<file path="config.mk">
export PLATFORM = sky130hd
export DESIGN_NAME = int_alu_core
export DESIGN_NICKNAME = d
export VERILOG_FILES = /design/src/rtl/int_alu_pkg.sv /design/src/rtl/int_alu_opnd_sel.sv /design/src/rtl/int_alu_addsub.sv /design/src/rtl/int_alu_shift.sv /design/src/rtl/int_alu_logic.sv /design/src/rtl/int_alu_core.sv
export SDC_FILE = /design/constraint.sdc
export NUM_CORES = 1
export LEC_CHECK = 0
export CAP_MARGIN = 0
export CORE_ASPECT_RATIO = 0.9
export CORE_MARGIN = 4
export CORE_UTILIZATION = 40
export CTS_CLUSTER_DIAMETER = 80
export DETAILED_ROUTE_END_ITERATION = 8
export SYNTH_ARGS = -nofsm -noshare
export SYNTH_HDL_FRONTEND = slang
export SYNTH_HIERARCHICAL = 1
export SYNTH_SLANG_ARGS = --single-unit
</file>
<file path="constraint.sdc">
create_clock -name clk -period 1.3 [get_ports clk]
set_input_delay 0.195 -clock clk [delete_from_list [all_inputs] [get_ports clk]]
set_output_delay 0.195 -clock clk [all_outputs]
set_load 0.05 [all_outputs]
</file>
<file path="src/rtl/int_alu_pkg.sv">
package int_alu_pkg;
  typedef enum logic [3:0] {
    OP_ADD  = 4'd0,
    OP_ADDU = 4'd1,
    OP_SUB  = 4'd2,
    OP_SUBU = 4'd3,
    OP_AND  = 4'd4,
    OP_OR   = 4'd5,
    OP_XOR  = 4'd6,
    OP_NOR  = 4'd7,
    OP_SLT  = 4'd8,
    OP_SLTU = 4'd9,
    OP_SLL  = 4'd10,
    OP_SRL  = 4'd11,
    OP_SRA  = 4'd12,
    OP_LUI  = 4'd13,
    OP_RS14 = 4'd14,
    OP_RS15 = 4'd15
  } alu_op_e;

  typedef enum logic [1:0] {
    SH_LEFT  = 2'd0,
    SH_RLOG  = 2'd1,
    SH_RARI  = 2'd2
  } shift_mode_e;

  function automatic logic is_logic_op(alu_op_e o);
    return (o == OP_AND) || (o == OP_OR) || (o == OP_XOR) || (o == OP_NOR);
  endfunction
endpackage

</file>
<file path="src/rtl/int_alu_opnd_sel.sv">
module int_alu_opnd_sel
  import int_alu_pkg::*;
#(
  parameter int W  = 32,
  parameter int IW = 16
) (
  input  alu_op_e        op,
  input  logic [W-1:0]   opb,
  input  logic [IW-1:0]  imm,
  input  logic           use_imm,
  output logic [W-1:0]   b_eff
);
  localparam int PAD = W - IW;

  logic [W-1:0] imm_sx;
  logic [W-1:0] imm_zx;

  always_comb begin
    imm_sx = {{PAD{imm[IW-1]}}, imm};
    imm_zx = {{PAD{1'b0}}, imm};
    if (!use_imm)
      b_eff = opb;
    else if (is_logic_op(op))
      b_eff = imm_zx;
    else
      b_eff = imm_sx;
  end
endmodule

</file>
<file path="src/rtl/int_alu_addsub.sv">
module int_alu_addsub #(
  parameter int W = 32
) (
  input  logic [W-1:0] a,
  input  logic [W-1:0] b,
  input  logic         sub,
  output logic [W-1:0] sum,
  output logic         ovf_raw,
  output logic         lt_s,
  output logic         lt_u
);
  logic [W:0]   full;
  logic [W-1:0] b_in;

  always_comb begin
    b_in    = sub ? ~b : b;
    full    = {1'b0, a} + {1'b0, b_in} + {{W{1'b0}}, sub};
    sum     = full[W-1:0];
    ovf_raw = (a[W-1] == b_in[W-1]) && (sum[W-1] != a[W-1]);
    lt_u    = ~full[W];
    lt_s    = (a[W-1] != b[W-1]) ? a[W-1] : sum[W-1];
  end
endmodule

</file>
<file path="src/rtl/int_alu_shift.sv">
module int_alu_shift
  import int_alu_pkg::*;
#(
  parameter int W = 32,
  localparam int SW = $clog2(W)
) (
  input  logic [W-1:0]  a,
  input  logic [SW-1:0] amt,
  input  shift_mode_e   mode,
  output logic [W-1:0]  y
);
  logic          left;
  logic          fill;
  logic [W-1:0]  pre;
  logic [W-1:0]  stg [SW+1];

  assign left = (mode == SH_LEFT);
  assign fill = (mode == SH_RARI) ? a[W-1] : 1'b0;

  for (genvar i = 0; i < W; i++) begin : g_pre
    assign pre[i] = left ? a[W-1-i] : a[i];
  end

  assign stg[0] = pre;

  for (genvar s = 0; s < SW; s++) begin : g_stage
    localparam int D = 1 << s;
    assign stg[s+1] = amt[s] ? {{D{fill}}, stg[s][W-1:D]} : stg[s];
  end

  for (genvar i = 0; i < W; i++) begin : g_post
    assign y[i] = left ? stg[SW][W-1-i] : stg[SW][i];
  end
endmodule

</file>
<file path="src/rtl/int_alu_logic.sv">
module int_alu_logic
  import int_alu_pkg::*;
#(
  parameter int W = 32
) (
  input  alu_op_e      op,
  input  logic [W-1:0] a,
  input  logic [W-1:0] b,
  output logic [W-1:0] y
);
  always_comb begin
    unique case (op)
      OP_AND:  y = a & b;
      OP_OR:   y = a | b;
      OP_XOR:  y = a ^ b;
      OP_NOR:  y = ~(a | b);
      default: y = '0;
    endcase
  end
endmodule

</file>
<file path="src/rtl/int_alu_core.sv">
module int_alu_core
  import int_alu_pkg::*;
#(
  parameter int W  = 32,
  parameter int IW = 16,
  localparam int SW = $clog2(W)
) (
  input  logic          clk,
  input  logic          rst_n,
  input  logic          in_valid,
  input  logic [3:0]    op,
  input  logic [W-1:0]  opa,
  input  logic [W-1:0]  opb,
  input  logic [IW-1:0] imm,
  input  logic          use_imm,
  input  logic [SW-1:0] shamt,
  output logic [W-1:0]  result,
  output logic          zero,
  output logic          ovf,
  output logic          out_valid
);
  localparam int LOW = W - IW;

  alu_op_e      op_e;
  logic         rst_meta;
  logic         rst_ok;
  logic [W-1:0] b_eff;
  logic         do_sub;
  logic [W-1:0] sum;
  logic         ovf_raw;
  logic         lt_s;
  logic         lt_u;
  logic [W-1:0] log_y;
  logic [W-1:0] sh_y;
  shift_mode_e  sh_mode;
  logic [W-1:0] res_n;
  logic         ovf_n;
  logic         zero_n;
  logic         en;
  logic [W-1:0] res_q;
  logic         zero_q;
  logic         ovf_q;
  logic         vld_q;

  assign op_e = alu_op_e'(op);

  // reset: asserted asynchronously, released after two clock edges
  always_ff @(posedge clk or negedge rst_n) begin
    if (!rst_n) begin
      rst_meta <= 1'b0;
      rst_ok   <= 1'b0;
    end else begin
      rst_meta <= 1'b1;
      rst_ok   <= rst_meta;
    end
  end

  int_alu_opnd_sel #(.W(W), .IW(IW)) u_sel (
    .op(op_e), .opb(opb), .imm(imm), .use_imm(use_imm), .b_eff(b_eff)
  );

  assign do_sub = (op_e == OP_SUB) || (op_e == OP_SUBU) ||
                  (op_e == OP_SLT) || (op_e == OP_SLTU);

  int_alu_addsub #(.W(W)) u_addsub (
    .a(opa), .b(b_eff), .sub(do_sub), .sum(sum),
    .ovf_raw(ovf_raw), .lt_s(lt_s), .lt_u(lt_u)
  );

  int_alu_logic #(.W(W)) u_logic (
    .op(op_e), .a(opa), .b(b_eff), .y(log_y)
  );

  always_comb begin
    unique case (op_e)
      OP_SRL:  sh_mode = SH_RLOG;
      OP_SRA:  sh_mode = SH_RARI;
      default: sh_mode = SH_LEFT;
    endcase
  end

  int_alu_shift #(.W(W)) u_shift (
    .a(opa), .amt(shamt), .mode(sh_mode), .y(sh_y)
  );

  // next-state: result selection
  always_comb begin
    ovf_n = 1'b0;
    unique case (op_e)
      OP_ADD, OP_SUB: begin
        res_n = sum;
        ovf_n = ovf_raw;
      end
      OP_ADDU, OP_SUBU:                res_n = sum;
      OP_AND, OP_OR, OP_XOR, OP_NOR:   res_n = log_y;
      OP_SLT:                          res_n = {{(W-1){1'b0}}, lt_s};
      OP_SLTU:                         res_n = {{(W-1){1'b0}}, lt_u};
      OP_SLL, OP_SRL, OP_SRA:          res_n = sh_y;
      OP_LUI:                          res_n = {imm, {LOW{1'b0}}};
      default:                         res_n = '0;
    endcase
    zero_n = (res_n == '0);
    en     = in_valid;
  end

  // registers
  always_ff @(posedge clk or negedge rst_ok) begin
    if (!rst_ok) begin
      res_q  <= '0;
      zero_q <= 1'b1;
      ovf_q  <= 1'b0;
      vld_q  <= 1'b0;
    end else begin
      vld_q <= en;
      if (en) begin
        res_q  <= res_n;
        zero_q <= zero_n;
        ovf_q  <= ovf_n;
      end
    end
  end

  assign result    = res_q;
  assign zero      = zero_q;
  assign ovf       = ovf_q;
  assign out_valid = vld_q;
endmodule

</file>
==> run summary <==
Share of flip-flops with an asynchronous set or reset -> 100%
Peak supply drop -> 0.657 mV
Register area share after synthesis -> 9.40%
Worst Tran Pin Value -> 745 ps
CTS max path bufs -> 2
Cell row count -> 54
Share of layout cells above drive strength 1 -> 49.7%
Setup violations, final -> 34
Core region area -> 24300 um2
Hold Vio Cnt, Final -> 0
R2r setup slk -> 490 ps
Sink Count -> 37
Inserted Clock Buffers -> 5
Mux cell area share after synthesis -> 23.5%
Outcome -> finished with violations
Yosys reg bits -> 37
Area of the die -> 27200 um2
Die X -> 173 um
First-pass GRT wire length -> 71.6 mm
Vias in the first global route -> 12205
Worst Reg-to-Reg Cells -> 2
Mapped Cells -> 1226
Post-synthesis adder-cell area fraction -> 12.4%
Cell with the most instances after synthesis -> nor2_1
Post-Synth XOR/XNOR Area -> 8.35%
Worst min path class -> input port to asynchronous set/reset pin
WL/cell -> 24.5 um
Setup CP Type -> input port to register
Avg Vias per Cell -> 6.13
Setup slack after layout -> -2600 ps
DP HPWL -> 38.2 mm
Post-Syn Area -> 9860 um2
Clk slew on worst S/H paths -> 60 ps
Prevailing post-synth register cell -> dfrtp_1
RePlAce Congestion -> 1.01
Syn_nets -> 1415
LEAKAGE -> 8.08 nW
Final period utilization -> 300%
Slew Viols, Final -> 0
Yosys top cell by area -> ha_1
Reg-to-Reg Start -> zero$_DFFE_PN1P_
Nets -> 1965
GR met3 Demand/Resource -> 4.92%
Mean post-synth cell area -> 8.04 um2
Top-area cell type share of the netlist area -> 12.1%
Routing usage on met2 -> 55.2%
Simple-gate portion of the synthesized area -> 14.7%
Total Routing Usage GR -> 33.6%
Place WS -> -3480 ps
Startpoint Class -> input port
Synth area leaders -> ha_1 12%, mux2i_1 10%, dfrtp_1 9.1%, mux4_2 8.7%, xor2_1 6.6%
Via count -> 12776
Grt peak-use layer -> met2
Final cell count without fillers -> 2085
Maximum clock rate -> 0.257 GHz
Slew margin rel. -> 50.3%
Worst skew pair latency -> 280 ps
Synth Area in Compound Gates -> 22.8%
Worst r2r dst -> zero$_DFFE_PN1P_
Ports -> 128
Largest net degree at the start of global routing -> 68
Maxcap violations -> 0
Residual DRC count -> 0
GR Layer Usage met1 -> 46.2%
CP required -> 1500 ps
CTS Root Buffer Type -> clkbuf_16
1st-iter DRT viols -> 1540
Synth cell types -> 102
CTS tree -> built
# hold bufs at CTS -> 0
Setup Skew -> 5.37 ps
Min Tclk post-route -> 3900 ps
Die span in y -> 157 um
Violated checks -> negative setup slack
H-Tree Depth -> 2
Synthesis-to-finish area growth -> 78.0%
Ys Warns -> 6
Antenna diode count -> 0
Worst Setup End Kind -> register
Final ANT Viol Nets -> 0
Placed Cells -> 2003
CP Max Fanout -> 4
Number of synthesized flops with an enable pin -> 0
Port Buffers -> 127
WL final -> 51.1 mm
First-pass DRT Iterations -> 6
Grt ovf -> 0
Initial antenna violation count -> 0
Critical path arrival -> 4090 ps
PwrDens -> 862 nW/um2
Largest family of logic cells by synthesized area -> multiplexers
RSZ-0062 raised after global routing -> yes
Initial core utilization -> 40.6%
Synth cell count leaders -> 124 x nor2_1, 103 x a21oi_1, 98 x mux2i_1
cells in the final DEF (no fill, tap or decap), types with 9 or more instances in the layout:
master and instances:
buf_4 434, nor2_1 104, inv_1 92, ha_1 85, mux2i_1 81, clkdlybuf4s50_1 61, nand2_1 59, a21oi_1 58
xor2_1 57, buf_6 51, buf_12 50, o22ai_1 38, mux4_2 38, dfrtp_1 36, a21oi_2 34, mux2_4 21
o21ai_0 20, dlygate4sd2_1 19, a221oi_2 18, nand3_1 18, xor2_2 15, xnor2_1 15, a21oi_4 14, nor2_4 13
o21ai_2 13, o22ai_4 12, nor4_1 11, ha_4 10, nand2_4 9, mux2i_2 9, mux2i_4 9, nor2_2 9
worst max-delay path, stage by stage:
cell	delay (ps)
clkdlybuf4s50_1	600
buf_4	260
ha_1	420
o21ai_1	140
buf_4	170
a211oi_4	330
nand3_4	190
a21oi_2	170
nor2_1	80
xnor2_1	160
or4_4	450
o31ai_4	230
a31oi_1	130
or3_1	380
o32ai_2	200
where the power goes:
group | leakage (nW) | total [mW] | switching (mW) | internal (mW)
clock network | 0.0706 | 1.14 | 0.436 | 0.703
registers | 0.443 | 1.51 | 0.188 | 1.32
logic | 7.57 | 12.5 | 6.41 | 6.07
worst max-delay path by stage:
stage	from	slack [ps]	end
6_report	opa[5]	-2600	zero$_DFFE_PN1P_
5_1_grt	opb[5]	-2750	zero$_DFFE_PN1P_
4_1_cts	op[3]	-2510	zero$_DFFE_PN1P_
3_5_place_dp	op[3]	-3480	zero$_DFFE_PN1P_
3_3_place_gp	op[3]	-3430	zero$_DFFE_PN1P_
2_1_floorplan	op[3]	-2830	zero$_DFFE_PN1P_
stage by stage:
stage	instance area (um2)	hold WS [ps]	utilization [%]	TNS, ps	power (mW)
floorplan	10200	-101	-	-64810	6.45
global placement	14900	291	61.4	-94490	11.1
detailed placement	14900	291	61.4	-96280	11.2
CTS	16700	78.1	68.8	-63750	13.8
global route	17500	75.4	72.3	-69800	15.7
finish	17500	79.8	72.3	-66940	15.1
sequential cells by signal (all words and copies together) (netlist names):
| name | count |
|---|---|
| result | 32 |
| ovf | 1 |
| out_valid | 1 |
| rst_meta | 1 |
| rst_ok | 1 |
| zero | 1 |
logic make-up (layout without fill, tap and decap cells):
kind of cell	after synthesis	count (layout)
compound gates	337	337
simple gates	305	305
buf+inv	187	738
mux	168	168
fa+ha+maj	97	97
xor+xnor	94	94
flops	37	37
other cells	1	1
cell type report:
cell class	instances	area, um2
multi-input combinational	1002	9870
fill	1694	6710
timing repair buffer	633	5860
sequential	37	927
tap	308	385
inverter	97	364
clock buffer	6	129
clock inverter	2	10.0
routing by layer:
metal	share of wire (%)	vias up	routed length, um
li1	-	5625	-
met1	40	6160	20500
met2	45	806	23200
met3	9.5	185	4840
met4	5.1	0	2600
met5	0	-	0
repair_timing:
| item | in CTS | in global routing |
|---|---|---|
| gates cloned | 2 | 0 |
| resized for setup | 284 | 140 |
| setup endpoints to repair | 34 | 34 |
| pin swaps | 131 | 116 |
| setup buffers | 64 | 35 |
(Power assumes the default switching activity.)
